File: src/rtl/nvmw_pkg.sv
package nvmw_pkg;
  localparam int ADDR_W     = 14;
  localparam int DATA_W     = 16;
  localparam int OP_W       = 8;
  localparam int SPI_ADDR_W = 16;
  localparam int STAT_W     = 8;
  localparam int FRAME_W    = OP_W + SPI_ADDR_W + DATA_W;
  localparam int LEN_W      = $clog2(FRAME_W + 1);

  localparam logic [OP_W-1:0] OP_WR_ENABLE = 8'h06;
  localparam logic [OP_W-1:0] OP_PROGRAM   = 8'h02;
  localparam logic [OP_W-1:0] OP_STATUS    = 8'h05;

  typedef enum logic [2:0] {
    SQ_IDLE,
    SQ_ENABLE,
    SQ_GAP_PROG,
    SQ_PROG,
    SQ_GAP_POLL,
    SQ_POLL
  } seq_state_e;
endpackage

File: src/rtl/nvmw_tick.sv
module nvmw_tick #(
  parameter int DIV = 4
) (
  input  logic clk,
  input  logic rst_n,
  input  logic en,
  output logic tick
);
  localparam int CNT_W = $clog2(DIV + 1);

  logic [CNT_W-1:0] cnt_q, cnt_d;

  assign tick = en && (cnt_q == CNT_W'(DIV - 1));

  always_comb begin
    cnt_d = cnt_q;
    if (!en)       cnt_d = '0;
    else if (tick) cnt_d = '0;
    else           cnt_d = cnt_q + CNT_W'(1);
  end

  always_ff @(posedge clk or negedge rst_n) begin
    if (!rst_n) cnt_q <= '0;
    else        cnt_q <= cnt_d;
  end
endmodule

File: src/rtl/nvmw_shift.sv
module nvmw_shift
  import nvmw_pkg::*;
(
  input  logic               clk,
  input  logic               rst_n,
  input  logic               tick,
  input  logic               launch,
  input  logic [FRAME_W-1:0] frame,
  input  logic [LEN_W-1:0]   len,
  input  logic               miso,
  output logic               sck,
  output logic               cs_n,
  output logic               mosi,
  output logic               fin,
  output logic               last_bit
);
  logic               act_q, act_d;
  logic               sck_q, sck_d;
  logic               cs_q, cs_d;
  logic [FRAME_W-1:0] tx_q, tx_d;
  logic [LEN_W-1:0]   left_q, left_d;
  logic               smp_q, smp_d;

  always_comb begin
    act_d  = act_q;
    sck_d  = sck_q;
    cs_d   = cs_q;
    tx_d   = tx_q;
    left_d = left_q;
    smp_d  = smp_q;
    fin    = 1'b0;
    if (launch) begin
      act_d  = 1'b1;
      cs_d   = 1'b0;
      sck_d  = 1'b0;
      tx_d   = frame;
      left_d = len - LEN_W'(1);
    end else if (act_q && tick) begin
      if (!sck_q) begin
        sck_d = 1'b1;
        smp_d = miso;
      end else begin
        sck_d = 1'b0;
        if (left_q == '0) begin
          act_d = 1'b0;
          cs_d  = 1'b1;
          fin   = 1'b1;
        end else begin
          tx_d   = tx_q << 1;
          left_d = left_q - LEN_W'(1);
        end
      end
    end
  end

  always_ff @(posedge clk or negedge rst_n) begin
    if (!rst_n) begin
      act_q  <= 1'b0;
      sck_q  <= 1'b0;
      cs_q   <= 1'b1;
      tx_q   <= '0;
      left_q <= '0;
      smp_q  <= 1'b0;
    end else begin
      act_q  <= act_d;
      sck_q  <= sck_d;
      cs_q   <= cs_d;
      tx_q   <= tx_d;
      left_q <= left_d;
      smp_q  <= smp_d;
    end
  end

  assign sck      = sck_q;
  assign cs_n     = cs_q;
  assign mosi     = tx_q[FRAME_W-1];
  assign last_bit = smp_q;
endmodule

File: src/rtl/nvmw_seq.sv
module nvmw_seq
  import nvmw_pkg::*;
(
  input  logic               clk,
  input  logic               rst_n,
  input  logic               go,
  input  logic               tick,
  input  logic               fin,
  input  logic               busy,
  input  logic [ADDR_W-1:0]  addr,
  input  logic [DATA_W-1:0]  data,
  output logic               launch,
  output logic [FRAME_W-1:0] frame,
  output logic [LEN_W-1:0]   len,
  output logic               tick_en,
  output logic               complete
);
  seq_state_e st_q, st_d;

  logic [FRAME_W-1:0] f_enable, f_prog, f_status;
  assign f_enable = {OP_WR_ENABLE, {(FRAME_W-OP_W){1'b0}}};
  assign f_prog   = {OP_PROGRAM, {(SPI_ADDR_W-ADDR_W){1'b0}}, addr, data};
  assign f_status = {OP_STATUS, {(FRAME_W-OP_W){1'b0}}};

  always_comb begin
    st_d     = st_q;
    launch   = 1'b0;
    frame    = f_enable;
    len      = LEN_W'(OP_W);
    complete = 1'b0;
    unique case (st_q)
      SQ_IDLE: if (go) begin
        launch = 1'b1;
        st_d   = SQ_ENABLE;
      end
      SQ_ENABLE: if (fin) st_d = SQ_GAP_PROG;
      SQ_GAP_PROG: if (tick) begin
        launch = 1'b1;
        frame  = f_prog;
        len    = LEN_W'(FRAME_W);
        st_d   = SQ_PROG;
      end
      SQ_PROG: if (fin) st_d = SQ_GAP_POLL;
      SQ_GAP_POLL: if (tick) begin
        launch = 1'b1;
        frame  = f_status;
        len    = LEN_W'(OP_W + STAT_W);
        st_d   = SQ_POLL;
      end
      SQ_POLL: if (fin) begin
        if (busy) st_d = SQ_GAP_POLL;
        else begin
          st_d     = SQ_IDLE;
          complete = 1'b1;
        end
      end
      default: st_d = SQ_IDLE;
    endcase
  end

  assign tick_en = (st_q != SQ_IDLE);

  always_ff @(posedge clk or negedge rst_n) begin
    if (!rst_n) st_q <= SQ_IDLE;
    else        st_q <= st_d;
  end
endmodule

File: src/rtl/nvm_word_writer.sv
module nvm_word_writer
  import nvmw_pkg::*;
#(
  parameter int CLK_DIV = 4
) (
  input  logic        clk,
  input  logic        rst_n,
  input  logic        reg_wr_en,
  input  logic [31:0] reg_wdata,
  output logic [31:0] reg_rdata,
  output logic        spi_sck,
  output logic        spi_cs_n,
  output logic        spi_mosi,
  input  logic        spi_miso
);
  logic [1:0] rst_sync_q;
  logic       rst_int_n;

  always_ff @(posedge clk or negedge rst_n) begin
    if (!rst_n) rst_sync_q <= 2'b00;
    else        rst_sync_q <= {rst_sync_q[0], 1'b1};
  end
  assign rst_int_n = rst_sync_q[1];

  logic              start_q, start_d;
  logic              done_q, done_d;
  logic [ADDR_W-1:0] addr_q, addr_d;
  logic [DATA_W-1:0] data_q, data_d;
  logic              accept, complete, unused_wdata;

  assign unused_wdata = reg_wdata[1];
  assign accept       = reg_wr_en && reg_wdata[0] && done_q;

  always_comb begin
    start_d = accept;
    done_d  = done_q;
    addr_d  = addr_q;
    data_d  = data_q;
    if (accept) begin
      done_d = 1'b0;
      addr_d = reg_wdata[2 +: ADDR_W];
      data_d = reg_wdata[31 -: DATA_W];
    end else if (complete) begin
      done_d = 1'b1;
    end
  end

  always_ff @(posedge clk or negedge rst_int_n) begin
    if (!rst_int_n) begin
      start_q <= 1'b0;
      done_q  <= 1'b1;
      addr_q  <= '0;
      data_q  <= '0;
    end else begin
      start_q <= start_d;
      done_q  <= done_d;
      addr_q  <= addr_d;
      data_q  <= data_d;
    end
  end

  assign reg_rdata = {data_q, addr_q, done_q, start_q};

  logic               tick, tick_en, launch, fin, last_bit;
  logic [FRAME_W-1:0] frame;
  logic [LEN_W-1:0]   len;

  nvmw_tick #(.DIV(CLK_DIV)) u_tick (
    .clk(clk), .rst_n(rst_int_n), .en(tick_en), .tick(tick)
  );

  nvmw_seq u_seq (
    .clk(clk), .rst_n(rst_int_n), .go(start_q), .tick(tick), .fin(fin),
    .busy(last_bit), .addr(addr_q), .data(data_q), .launch(launch),
    .frame(frame), .len(len), .tick_en(tick_en), .complete(complete)
  );

  nvmw_shift u_shift (
    .clk(clk), .rst_n(rst_int_n), .tick(tick), .launch(launch),
    .frame(frame), .len(len), .miso(spi_miso), .sck(spi_sck),
    .cs_n(spi_cs_n), .mosi(spi_mosi), .fin(fin), .last_bit(last_bit)
  );
endmodule

File: config.mk
export PLATFORM = sky130hd
export DESIGN_NAME = nvm_word_writer
export DESIGN_NICKNAME = d
export VERILOG_FILES = /design/src/rtl/nvmw_pkg.sv /design/src/rtl/nvmw_tick.sv /design/src/rtl/nvmw_shift.sv /design/src/rtl/nvmw_seq.sv /design/src/rtl/nvm_word_writer.sv
export SDC_FILE = /design/constraint.sdc
export NUM_CORES = 1
export LEC_CHECK = 0
export BUFFER_PORTS_ARGS = -buffer_cell sky130_fd_sc_hd__buf_2
export CORE_MARGIN = 1.5
export CORE_UTILIZATION = 58
export CTS_CLUSTER_SIZE = 30
export DETAILED_ROUTE_END_ITERATION = 7
export GPL_ROUTABILITY_DRIVEN = 1
export GPL_TIMING_DRIVEN = 1
export PLACE_DENSITY = 0.83
export RECOVER_POWER = 100
export SLEW_MARGIN = 20
export SYNTH_ARGS = -nofsm -noshare
export SYNTH_HDL_FRONTEND = slang
export SYNTH_SLANG_ARGS = --single-unit
File: constraint.sdc
create_clock -name clk -period 5.55 [get_ports clk]
set_input_delay 0.2775 -clock clk [delete_from_list [all_inputs] [get_ports clk]]
set_output_delay 0.2775 -clock clk [all_outputs]
set_load 0.1 [all_outputs]
==> reports/results.txt <==
For the final non-filler cell area, the log shows 4350 µm². Area enclosed by the die boundary: 7190 µm². By startpoint and endpoint, the worst setup path is classified as reg2reg.

The share of the clock period used by the worst path after layout is 0.644, and the final estimated routing congestion in global placement is 0.781. The routed wire length per instance came out at 14.9 µm. The run gives 2844 as the via count of the first global-routing pass.

For the max-slew violation count, the log shows 71. After synthesis, the cell types taking the most area are sky130_fd_sc_hd__dfrtp_1 57%, sky130_fd_sc_hd__nand2_1 5.2%, sky130_fd_sc_hd__a21oi_1 4.9%. The total routed wirelength came out at 7490 µm. Required time at the worst-slack endpoint: 5780 ps. The dominant synthesized flop cell is sky130_fd_sc_hd__dfrtp_1. The main combinational cell family by area after synthesis was simple AND/OR/NAND/NOR gates.

The count of buffers inserted at the top-level ports works out to 69. For this run, the post-layout net count is 459. For the worst flop-to-flop path, the logic depth is 7.

The post-synthesis average cell area is 10.7 µm², and the mux cell area share after synthesis is 0.100. The checks that failed: capacitance limit, slew limit. From left edge to right edge, the die measures 84.8 µm. After routing, the total negative slack on setup checks comes to 0 ps. The number of different library cells used by synthesis comes to 46. The final route contains 2800 vias. The antenna violation net count after detailed routing was 0.

Based on the critical path, the design can be clocked at up to 0.280 GHz. The clock arrives with 11.9 ps of skew. The post-synthesis xor/xnor area fraction is 0.0113, and the count of antenna diodes in the layout is 0. For this run, the number of Yosys warnings is 0. The number of buffers on the longest clock path was 2. Later-pin clock latency in the skew report: 350 ps. The tools report the number of hold buffers added after cts as 1.

The adder-cell share of the synthesized area was 0.00645; the final critical path time including I/O delays and setup was 3570 ps. The first-pass iteration count of the detailed router came out at 5. Setup repair after global routing left no endpoint under its margin. The hold violation count in the final report is 0. Across the VDD grid, the largest voltage drop is 0.000497 V. The run gives 6420 µm² as the core box area.

Counting every instance in the synthesized netlist gives 362. The mapped cell area is 3880 µm², and the placed instance area is 4200 µm². The total track usage was 0.231. The tools report the type of element capturing the critical path as a flip-flop. Capture endpoint of the worst hold path: addr_q[6]$_DFFE_PN0P_. Iteration-0 DRC count of the detailed router: 250. The CTS sink count was 90.

The number of setup buffers added after CTS is 0. CTS placed an instance of sky130_fd_sc_hd__clkbuf_8 at the clock tree root. The endpoint identified for the worst register-to-register timing path is u_shift.tx_q[18]$_DFFE_PN0P_. The analysis attributes to cell leakage a power of 1.97 nW. Data arrival at the endpoint of the critical path: 3800 ps. The ratio of cells with drive above 1 in the final layout was 0.167.

Gates resized during post-CTS repair numbered 0. The first global-routing pass estimated 13100 µm of wire. The class of the tightest hold or removal check is in2reg.

Row generation in the floorplan step produced 29 rows. The area taken by flip-flops and latches is 2250 µm². TritonCTS built the clock tree. Number of top-level pins: 71.

The floorplan step set the die height to 84.8 µm. Number of enable flip-flop cells after synthesis: 0. The initial core utilization was 0.604; the largest fanout of any net on the critical path was 35. In the final layout, the multi-input gates occupy 1440 µm². Entering global routing, the biggest net connects 89 pins. Post-synthesis sequential element count: 90. Cell depth of the worst hold path: 2. When the netlist entered floorplanning its net count stood at 400. Using the TritonRoute via totals, the vias-per-cell ratio works out to 5.57. The share of async-settable or async-resettable flops after synthesis is 1.00, and the slew at the pin closest to its max-slew limit is 1830 ps. The flow ran to the end, but the final reports show violations.

In this run, CTS created clock tree buffers numbering 9. Setup violations remaining at the end of the flow were counted as 0. The run gives 0 as the number of antenna violations at the first check in global routing. The post-synthesis sequential area ratio is 0.581, and the total of fill cells in the finished design is 487. The worst-case headroom to the max-slew limit is -0.222.

In the synthesized netlist, the cells that appear most often are 88 x sky130_fd_sc_hd__dfrtp_1, 54 x sky130_fd_sc_hd__nand2_1, 38 x sky130_fd_sc_hd__a21oi_1. The logs give 4660 µm for the half-perimeter wire length after detailed placement and 0 for the total overflow reported by the global router. The fraction of the mapped netlist area in simple logic gates was 0.136. The setup slack on the worst flop-to-flop path is 1980 ps, and the clock transition at the registers of the reported paths is 90 ps. Of all cell types, the one taking the most synthesized area is sky130_fd_sc_hd__dfrtp_1. The post-synthesis compound-gate area fraction works out to 0.120.

The fraction of post-synthesis cell area in the top cell type by area came out at 0.568. In the post-synthesis netlist, the cell with the most instances is sky130_fd_sc_hd__dfrtp_1. The tools report the startpoint of the worst hold path as reg_wdata[8]. The element type at the critical path start was a flip-flop. The tools report the detailed-route DRC error count as 0. The power per standard cell area came out at 537 nW/µm². The tool flagged a number of max-cap violations equal to 2.

The startpoint of the most critical register-to-register path was u_tick.cnt_q[0]$_DFF_PN0_. The H-tree was split into 3 levels. The layout overhead on the synthesized area came out at 12.1%.
per-stage QoR:
step | total power, mW | std cells | hold slack [ps] | util | setup WS, ps
after floorplan | 1.79 | 362 | -18.1 | - | 2860
after global placement | 1.95 | 485 | 62.7 | 0.653 | 2110
after CTS | 2.38 | 502 | 126 | 0.684 | 2050
final | 2.33 | 503 | 134 | 0.677 | 1980
after detailed placement | 1.96 | 485 | 63.2 | 0.653 | 2110
after global routing | 2.42 | 503 | 124 | 0.677 | 1540
power by group:
group          internal (mW)  leakage, nW  switching, mW  total, mW
Combinational          0.124        0.739          0.933       1.06
Clock                  0.188       0.0880          0.228      0.416
Sequential             0.770         1.14         0.0906      0.860
cell usage in the layout (no fill, tap or decap), drive strengths merged, types with 3 or more instances in the layout:
master    count
buf          36
nor2b         3
xnor2         3
clkbuf       49
a21oi        39
nand2        54
clkinvlp      3
dfrtp        88
nor2         37
nand2b        4
mux2i         4
o21ai        32
mux2         31
nor3          8
how the worst max path moves through the flow:
| stage | startpoint | depth (start not counted) | to |
|---|---|---|---|
| 3_5_place_dp | u_tick.cnt_q[0]$_DFF_PN0_ | 7 | u_shift.left_q[1]$_DFFE_PN0P_ |
| 5_1_grt | u_tick.cnt_q[0]$_DFF_PN0_ | 7 | u_shift.tx_q[29]$_DFFE_PN0P_ |
| 3_3_place_gp | u_tick.cnt_q[0]$_DFF_PN0_ | 7 | u_shift.left_q[1]$_DFFE_PN0P_ |
| 4_1_cts | u_tick.cnt_q[0]$_DFF_PN0_ | 7 | u_shift.tx_q[18]$_DFFE_PN0P_ |
| 6_report | u_tick.cnt_q[0]$_DFF_PN0_ | 7 | u_shift.tx_q[18]$_DFFE_PN0P_ |
| 2_1_floorplan | rst_sync_q[1]$_DFF_PN0_ | 0 | addr_q[0]$_DFFE_PN0P_ |
metal layers:
| metal | routed length (µm) | up-vias | track usage |
|---|---|---|---|
| met2 | 3760 | 79 | 0.369 |
| met5 | 0 | - | 0 |
| li1 | - | 1347 | - |
| met1 | 3310 | 1366 | 0.314 |
| met3 | 324 | 8 | 0.0492 |
| met4 | 92 | 0 | 0.0894 |
critical path, cell delays in order (launching register included):
cell                       delay [ps]
sky130_fd_sc_hd__dfrtp_1          400
sky130_fd_sc_hd__ha_1             230
sky130_fd_sc_hd__nand2b_1         230
sky130_fd_sc_hd__or3_1            290
sky130_fd_sc_hd__o31a_1           960
sky130_fd_sc_hd__nand2_1          920
sky130_fd_sc_hd__nor2_1           330
sky130_fd_sc_hd__a21oi_1           70
logic make-up after synthesis:
family / Yosys count
other cells: 1
flops: 90
xor+xnor: 5
compound gates: 84
mux: 35
buf+inv: 28
fa+ha+maj: 2
simple gates: 117
area by class of cell:
type | count | area share
clock inverters | 5 | 0.00835
clock buffers | 11 | 0.0348
well taps | 77 | 0.0222
repair buffers | 75 | 0.0829
inverters | 1 | 0.000864
flip-flops and latches | 90 | 0.519
multi-input cells | 244 | 0.332
sequential cells by signal, summed over array words and instances (netlist names):
register	flops
u_shift.left_q	6
data_q	16
addr_q	14
u_shift.cs_n	1
rst_sync_q	2
u_shift.last_bit	1
start_q	1
u_tick.cnt_q	3
u_seq.st_q	3
done_q	1
u_shift.act_q	1
u_shift.tx_q	40
u_shift.sck	1
Note: power is estimated with default switching activity, not from simulation.
